[src/rtl/irq_gate.sv]
module irq_gate #(
  parameter int VEC_W    = 16,
  parameter int VEC_BASE = 3,
  parameter int VEC_STEP = 8
) (
  input  logic             clk,
  input  logic             rst_n,
  input  logic             cfg_we,
  input  logic             cfg_sel,
  input  logic [7:0]       cfg_wdata,
  output logic [7:0]       en_q,
  output logic [7:0]       ctl_q,
  input  logic [1:0]       ext_n,
  input  logic [1:0]       tmr_ovf,
  input  logic             ser_req,
  input  logic             irq_ack,
  output logic             irq_req,
  output logic [VEC_W-1:0] irq_vec
);

  localparam int NSRC = 5;
  localparam logic [7:0] EN_MASK = 8'hBF;

  logic [7:0] en_r, ctl_r, ctl_nx;
  logic [1:0] sync_a, sync_b, prev;
  logic       ser_pend;
  logic [NSRC-1:0] gated, win_oh, ack_hit;
  logic [2:0] win;
  logic       wr_en, wr_ctl;

  assign wr_en  = cfg_we && !cfg_sel;
  assign wr_ctl = cfg_we &&  cfg_sel;
  assign en_q   = en_r;
  assign ctl_q  = ctl_r;

  always_ff @(posedge clk or negedge rst_n)
    if (!rst_n) begin
      sync_a <= '1;
      sync_b <= '1;
      prev   <= '1;
    end else begin
      sync_a <= ext_n;
      sync_b <= sync_a;
      prev   <= sync_b;
    end

  assign gated = {ser_pend & en_r[4], ctl_r[7] & en_r[3], ctl_r[3] & en_r[2],
                  ctl_r[5] & en_r[1], ctl_r[1] & en_r[0]} & {NSRC{en_r[7]}};

  always_comb begin
    win    = '0;
    win_oh = '0;
    for (int i = NSRC - 1; i >= 0; i--)
      if (gated[i]) begin
        win    = 3'(i);
        win_oh = NSRC'(1) << i;
      end
  end

  assign irq_req = |gated;
  assign irq_vec = irq_req ? VEC_W'(VEC_BASE + VEC_STEP * int'(win)) : '0;
  assign ack_hit = win_oh & {NSRC{irq_ack}};

  always_comb begin
    ctl_nx = ctl_r;
    for (int k = 0; k < 2; k++) begin
      if (ctl_r[2*k])
        ctl_nx[2*k+1] = (prev[k] & ~sync_b[k]) | (ctl_r[2*k+1] & ~ack_hit[2*k]);
      else
        ctl_nx[2*k+1] = ~sync_b[k];
    end
    ctl_nx[5] = tmr_ovf[0] | (ctl_r[5] & ~ack_hit[1]);
    ctl_nx[7] = tmr_ovf[1] | (ctl_r[7] & ~ack_hit[3]);
  end

  always_ff @(posedge clk or negedge rst_n)
    if (!rst_n) begin
      en_r     <= '0;
      ctl_r    <= '0;
      ser_pend <= 1'b0;
    end else begin
      if (wr_en) en_r <= cfg_wdata & EN_MASK;
      ctl_r    <= wr_ctl ? cfg_wdata : ctl_nx;
      ser_pend <= ser_req | (ser_pend & ~ack_hit[4]);
    end

  a_r3_master_gate: assert property (@(posedge clk) disable iff (!rst_n)
    !en_q[7] |-> !irq_req);

  a_r10_vec_legal: assert property (@(posedge clk) disable iff (!rst_n)
    irq_req |-> (irq_vec == VEC_W'(16'h0003) || irq_vec == VEC_W'(16'h000B) ||
                 irq_vec == VEC_W'(16'h0013) || irq_vec == VEC_W'(16'h001B) ||
                 irq_vec == VEC_W'(16'h0023)));

  a_r6_edge_latch: assert property (@(posedge clk) disable iff (!rst_n)
    (ctl_q[0] && ctl_q[1] && !(irq_ack && irq_vec == VEC_W'(16'h0003)) && !wr_ctl)
      |=> ctl_q[1]);

  a_r5_level_track: assert property (@(posedge clk) disable iff (!rst_n)
    (!ctl_q[2] && !wr_ctl) |=> (ctl_q[3] == !$past(sync_b[1])));

  a_r8_ovf_sets: assert property (@(posedge clk) disable iff (!rst_n)
    (tmr_ovf[1] && !wr_ctl) |=> ctl_q[7]);

  a_r9_ser_pending: assert property (@(posedge clk) disable iff (!rst_n)
    ser_req |=> ser_pend);

endmodule

[config.mk]
export PLATFORM = sky130hd
export DESIGN_NAME = irq_gate
export DESIGN_NICKNAME = d
export VERILOG_FILES = /design/src/rtl/irq_gate.sv
export SDC_FILE = /design/constraint.sdc
export NUM_CORES = 1
export LEC_CHECK = 0
export BUFFER_PORTS_ARGS = -buffer_cell sky130_fd_sc_hd__buf_2
export CORE_AREA = 10 10 72 74
export DETAILED_ROUTE_END_ITERATION = 12
export DIE_AREA = 0 0 82 84
export HOLD_SLACK_MARGIN = 0.03
export SLEW_MARGIN = 20
export SYNTH_ARGS = -nofsm -noshare
export SYNTH_HDL_FRONTEND = slang
export SYNTH_SLANG_ARGS = --single-unit
[constraint.sdc]
create_clock -name clk -period 1.65 [get_ports clk]
set_input_delay 0.165 -clock clk [delete_from_list [all_inputs] [get_ports clk]]
set_output_delay 0.165 -clock clk [all_outputs]
set_load 0.05 [all_outputs]
==> results of run 1 <==
[sequential cells by signal, indices dropped and copies added (netlist names)]
name and count:
prev 2, ctl_q 8, sync_b 2, ser_pend 1, sync_a 2, en_q 7
[report_power, final]
| part | switching [mW] | leakage [nW] | total, mW | internal (mW) |
|---|---|---|---|---|
| registers | 0.0525 | 0.239 | 0.662 | 0.609 |
| clock network | 0.169 | 0.0288 | 0.382 | 0.213 |
| logic | 0.548 | 0.393 | 0.773 | 0.224 |
| total | 0.770 | 0.661 | 1.82 | 1.05 |
[timing repair]
item                                   4_1_cts  5_1_grt
gates resized for setup                      8        4
pin swaps                                    0        2
hold buffers                                 3        0
endpoints found under the hold margin       18        0
setup endpoints to repair                    3        3
setup buffers                                1        4
[logic make-up after synthesis]
family                 count (synthesis)  share of synthesized area [%]
AOI/OAI and AO/OA                     15                          9.410
buffers and inverters                 20                          13.49
DFF                                   22                          50.57
muxes                                 10                          10.20
other                                  1                         0.3398
and+or+nand+nor                       28                          15.99
[layout make-up]
class / count / area [sq um] / area share (%)
Sequential cell: 22 / 565.5 / 38.53
Multi-Input combinational cell: 65 / 485.5 / 33.08
Timing Repair Buffer: 49 / 295.3 / 20.12
Tap cell: 50 / 62.56 / 4.263
Clock buffer: 4 / 55.05 / 3.751
Inverter: 1 / 3.754 / 0.2558
[metrics by stage]
| stage | utilization (%) | worst slack (ns) | TNS (ns) | instance area [sq um] |
|---|---|---|---|---|
| 2_1_floorplan | - | -0.07105 | -0.08158 | 1194 |
| 3_3_place_gp | 34.13 | 0.1685 | 0 | 1316 |
| 6_report | 38.06 | 0.07231 | 0 | 1468 |
| 5_1_grt | 38.06 | 0.005371 | 0 | 1468 |
| 3_5_place_dp | 34.13 | 0.1528 | 0 | 1316 |
| 4_1_cts | 37.05 | 0.01307 | 0 | 1429 |
[cells in the mapped netlist, drive strengths merged]
cell type / count / share of area, %
nor2b: 3 / 1.7
o22a: 1 / 0.79
nor3: 1 / 0.45
dfrtp: 16 / 36
and2: 2 / 1.1
a221oi: 1 / 1.4
nand2b: 1 / 0.57
o21ai: 4 / 1.8
buf: 19 / 13
o21a: 1 / 0.68
o31ai: 1 / 0.68
dfstp: 6 / 14
and4b: 1 / 1.2
o2bb2ai: 1 / 0.79
nor4b: 1 / 1.4
inv: 1 / 0.34
nor2: 5 / 1.7
or2: 1 / 0.57
nand2: 6 / 2.0
a22o: 1 / 0.79
conb: 1 / 0.34
mux2: 10 / 10
nand3: 4 / 2.3
nor3b: 2 / 1.8
nor4: 1 / 1.1
a21oi: 3 / 1.4
a31oi: 2 / 1.1
[how the worst max path moves through the flow]
stage	start	to	cells past startpoint
after global placement	en_q[1]	irq_vec[5]	4
after CTS	ctl_q[1]	irq_vec[5]	4
final	en_q[0]	irq_vec[5]	4
after global routing	en_q[3]	irq_vec[5]	4
after floorplan	ctl_q[1]	irq_vec[5]	4
after detailed placement	en_q[1]	irq_vec[5]	4
[routing by layer]
layer / global-route usage [%] / share of wire, % / vias up
met2: 12.70 / 48 / 34
li1: - / - / 394
met1: 9.080 / 40 / 392
met3: 3.556 / 11 / 4
met5: 0 / 0 / -
met4: 2.786 / 0.90 / 0
==> impl_results.md, run 1 <==
* Total power at approximately 1.8 mW
* VDD IR-drop max at 440.2 uV
* # port buffers at 38
* Library cells used by synthesis at 33
* CP Capture Type: primary output
* Post-synthesis sequential area ratio at 50.57%
* Clock-pin transition on the worst setup and hold timing paths at around 0.08 ns
* IO Count at between 50 and 60
* Synth warn at 0
* Mapped Cells at 96
* Status: complete, no violations
* RR Startpoint: en_q[0]
* R2R Setup Slk at around 0.43 ns
* Commonest cells after routing, fill and taps aside: 35 x buf_2, 12 x conb_1, 10 x dfrtp_1
* Initial DRC count at 25
* Critical path buffers and inverters at 1
* Startpoint Class: flip-flop
* Final Hold Viols at 0
* Core ar. at between 0.003 and 0.004 sq mm
* Min-Delay Endpoint: ctl_q[6]
* Leakage power at ~0.66 nW
* Final WL at about 2800 um
* H-tree depth at 1
* Hold path cells at 2
* #FFs+latches synth at 22
* First-pass GRT wire length at 4326 um
* Min Tclk post-route at between 1.5 and 2 ns
* WL per Instance at 14.56 um
* Die height at roughly 84 um
* CTS max path bufs at 2
* Crit Path Max Fanout at 4
* Inserted Diodes at 0
* Commonest non-fill, non-tap cell in the layout: buf_2
* WS Path Type: flip-flop to primary output
* Area growth, synth to finish at 32.99%
* Die W at 82 um
* Initial Util at 28.62%
* DRC viols at 0
* DIE AREA at roughly 0.0069 sq mm
* Pre-antenna DRT Iters at 4
* Req. time, crit path at about 1.5 ns
* Hold Startpoint: cfg_wdata[6]
* # setup viols final at 0
* Count of final max-slew check failures at 0
* GR Overflow Total at 0
* Cell family with most CP delay: flip-flops
* Crit path DAT at 1.41 ns
* Clk_lat worst skew at 0.26 ns
* Final GP Congestion at 0.7446
* Max stage delay on crit path at roughly 0.4 ns
* Post-DRT Antenna Nets at 0
* Vias in the first global route at 892
* Share of layout cells above drive strength 1 at between 50 and 60%
* Fillers at 401
* Peak Freq at about 630 MHz
* RSZ-0062 raised after global routing: no
* TritonCTS clock tree: done
* Mean Syn Cell Area at 11.50 sq um
* Final Cycle Share at a little over nine tenths
* Reg-to-reg endpoint: ctl_q[7]
* Worst r2r path cells at 4
* Total GRT Usage at under 10%
* Post-Layout Cell Count at 191
* Avg Vias per Cell at 4.314
* Largest net degree at the start of global routing at 23
* CP cell instances: and2_4 -> o21a_4 -> nor3b_4 -> buf_6
* Number of cell rows at 23
* Setup Skew at 0.0005886 ns
* Power density over cell area at about 1200 mW/mm^2
* Max Cap Viol at 0
* Cell Area, Synth at 0.001104 sq mm
* Worst hold slack at 0.1157 ns
* CTS buffer count at 3
* CTS root buf: clkbuf_8
* Via count at 824
* Initial antenna violation count at 0
* Worst Hold Class: primary input to flip-flop
* Final #Nets at 160
* Placed insts at 179
* Clock sinks at 22
* Slowest cell on crit path: dfrtp_2
* Detail Placement HPWL at 2245 um
(Power assumes the default switching activity.)
==> run 2: changes to the inputs <==
- RECOVER_POWER: unset -> 100
==> run 2 against run 1 <==
Compared with the run above: worst hold slack gained 0.00087 ns; fmax barely moved; final cell count did not move; sequential share of layout area is 1.1 points higher; non-clock buffer count unchanged; via count is 1.1% higher; global-route usage did not move.
==> impl_results.md, run 2 (same netlist as run 1, synthesis figures left out) <==
* Status: complete, no violations (unchanged)
* Via count at 833 (was 824)
* Fillers at 415 (was 401)
* Commonest non-fill, non-tap cell in the layout: clkbuf_1 (was buf_2)
* Clock-pin transition on the worst setup and hold timing paths at 0.08 ns (about the same)
* Crit path DAT at 1.41 ns (about the same)
* H-tree depth at 1 (unchanged)
* IO Count at 51 (unchanged)
* WS Path Type: flip-flop to primary output (unchanged)
* Min Tclk post-route at 1.576 ns (was 1.578 ns)
* CTS buffer count at 3 (unchanged)
* Slowest cell on crit path: dfrtp_2 (unchanged)
* RSZ-0062 raised after global routing: no (unchanged)
* Power density over cell area at 1252 mW/mm^2 (was 1238 mW/mm^2)
* CP Capture Type: primary output (unchanged)
* Final Cycle Share at 95.54% (was 95.62%)
* First-pass GRT wire length at 4326 um (unchanged)
* CTS root buf: clkbuf_8 (unchanged)
* # setup viols final at 0 (unchanged)
* Worst slew pin tran at 0.6473 ns
* Post-DRT Antenna Nets at 0 (unchanged)
* Share of layout cells above drive strength 1 at 38.30% (was 53.90%)
* Storage element area at 565.5 sq um (unchanged)
* Final Hold Viols at 0 (unchanged)
* Crit Path Max Fanout at 4 (unchanged)
* Clk_lat worst skew at 0.26 ns (about the same)
* GR Overflow Total at 0 (unchanged)
* Vias in the first global route at 892 (unchanged)
* Placed cell area at 0.001316 sq mm (unchanged)
* Count of final max-slew check failures at 0 (unchanged)
* Leakage power at 0.6062 nW (was 0.6608 nW)
* Setup Skew at 0.003158 ns (was 0.0005886 ns)
* Clock sinks at 22 (unchanged)
* Initial Util at 28.62% (unchanged)
* Largest net degree at the start of global routing at 23 (unchanged)
* Initial antenna violation count at 0 (unchanged)
* Max Cap Viol at 0 (unchanged)
* Slew Limit Headroom at about 57%
* R2R Setup Slk at 0.40 ns (was 0.43 ns)
* Total power at 1.786 mW (was 1.817 mW)
* TritonCTS clock tree: done (unchanged)
* Inserted Diodes at 0 (unchanged)
* Initial DRC count at 23 (was 25)
* Die height at 84 um (unchanged)
* Multi-input logic area at 473.0 sq um (was 485.5 sq um)
* Final WL at 2757 um (was 2781 um)
* CTS max path bufs at 2 (unchanged)
* Final GP Congestion at 0.7446 (unchanged)
* Die W at 82 um (unchanged)
* Number of flip-flops in the largest register at 8 (unchanged)
* Number of cell rows at 23 (unchanged)
* Detail Placement HPWL at 2245 um (unchanged)
* Total GRT Usage at 7.972% (unchanged)
* DIE AREA at 0.006888 sq mm (unchanged)
* Req. time, crit path at 1.48 ns (about the same)
* CP cell instances: and2_4 -> o21a_4 -> nor3b_4 -> buf_6 (unchanged)
* # port buffers at 38 (unchanged)
* Startpoint Class: flip-flop (unchanged)
* Pre-antenna DRT Iters at 4 (unchanged)
* Max stage delay on crit path at 0.42 ns (was 0.40 ns)
* Worst Hold Class: primary input to flip-flop (unchanged)
* Avg Vias per Cell at 4.361 (was 4.314)
* Area growth, synth to finish at 29.25% (was 32.99%)
* Peak Freq at 634.3 MHz (was 633.8 MHz)
* WL per Instance at 14.43 um (was 14.56 um)
* DRC viols at 0 (unchanged)
* Cell family with most CP delay: flip-flops (unchanged)
* Commonest cells after routing, fill and taps aside: 19 x clkbuf_1, 16 x buf_2, 12 x conb_1 (was 35 x buf_2, 12 x conb_1, 10 x dfrtp_1)
* VDD IR-drop max at 431.5 uV (was 440.2 uV)
* Final #Nets at 160 (unchanged)
* Final Instance Area at 0.001426 sq mm (was 0.001468 sq mm)
* Core ar. at 0.003856 sq mm (unchanged)
* Critical path buffers and inverters at 1 (unchanged)
run 2: changes by cell type in the layout (fill, tap and decap cells not counted), sizes merged:
| cell | delta |
|---|---|
| buf | -21 |
| clkbuf | +21 |
run 2: path summary, 6_finish.rpt:
path | start | to | cells after the start
hold / removal | cfg_wdata[6] | ctl_q[6] | 2
setup / recovery | ctl_q[1] | irq_vec[5] | 4
setup reg to reg | ctl_q[1] | ctl_q[3] | 4
max in group asynchronous | rst_n | ctl_q[3] | 2
hold reg to reg | sync_a[0] | sync_b[0] | 0
min in group asynchronous | rst_n | ctl_q[0] | 2
run 2: where the power goes:
part           switching [mW]  internal [mW]  leakage (nW)
Clock                   0.166          0.213        0.0288
Combinational           0.545          0.200         0.339
Sequential             0.0539          0.609         0.238
run 2: repair_timing:
| item | CTS | global route |
|---|---|---|
| setup endpoints to repair | 3 | 3 |
| setup buffers | 1 | 4 |
| pin swaps | 0 | 2 |
| gates resized for setup | 8 | 4 |
| endpoints found under the hold margin | 18 | 0 |
| hold buffers | 3 | 0 |
run 2: layer usage:
metal	vias to the layer above	part of all wire (%)	global-route usage [%]
li1	395	-	-
met5	-	0	0
met1	398	42	9.080
met4	0	1.3	2.786
met3	5	9.6	3.556
met2	35	47	12.70
run 2: worst register-to-register path, cell delays in order (launching register included):
cell and delay [ns]:
dfrtp_2 0.42, and2_4 0.16, clkbuf_1 0.14, nor4b_1 0.32, o2bb2ai_1 0.09
run 2: metrics by stage:
stage / setup slack [ns] / util, % / cells / setup TNS, ns / hold slack [ns]
final: 0.07358 / 36.99 / 191 / 0 / 0.1166
after global routing: 0.002750 / 36.99 / 191 / 0 / 0.1179
after CTS: 0.01307 / 37.05 / 187 / 0 / 0.1140
after detailed placement: 0.1528 / 34.13 / 179 / 0 / 0.1586
after global placement: 0.1685 / 34.13 / 179 / 0 / 0.1453
after floorplan: -0.07105 / - / 107 / -0.08158 / -0.1306
run 2: area by class of cell:
type / instances / area share (%)
inverter: 1 / 0.2632
sequential: 22 / 39.65
tap: 50 / 4.386
multi-input combinational: 65 / 33.16
clock buffer: 4 / 3.860
timing repair buffer: 49 / 18.68
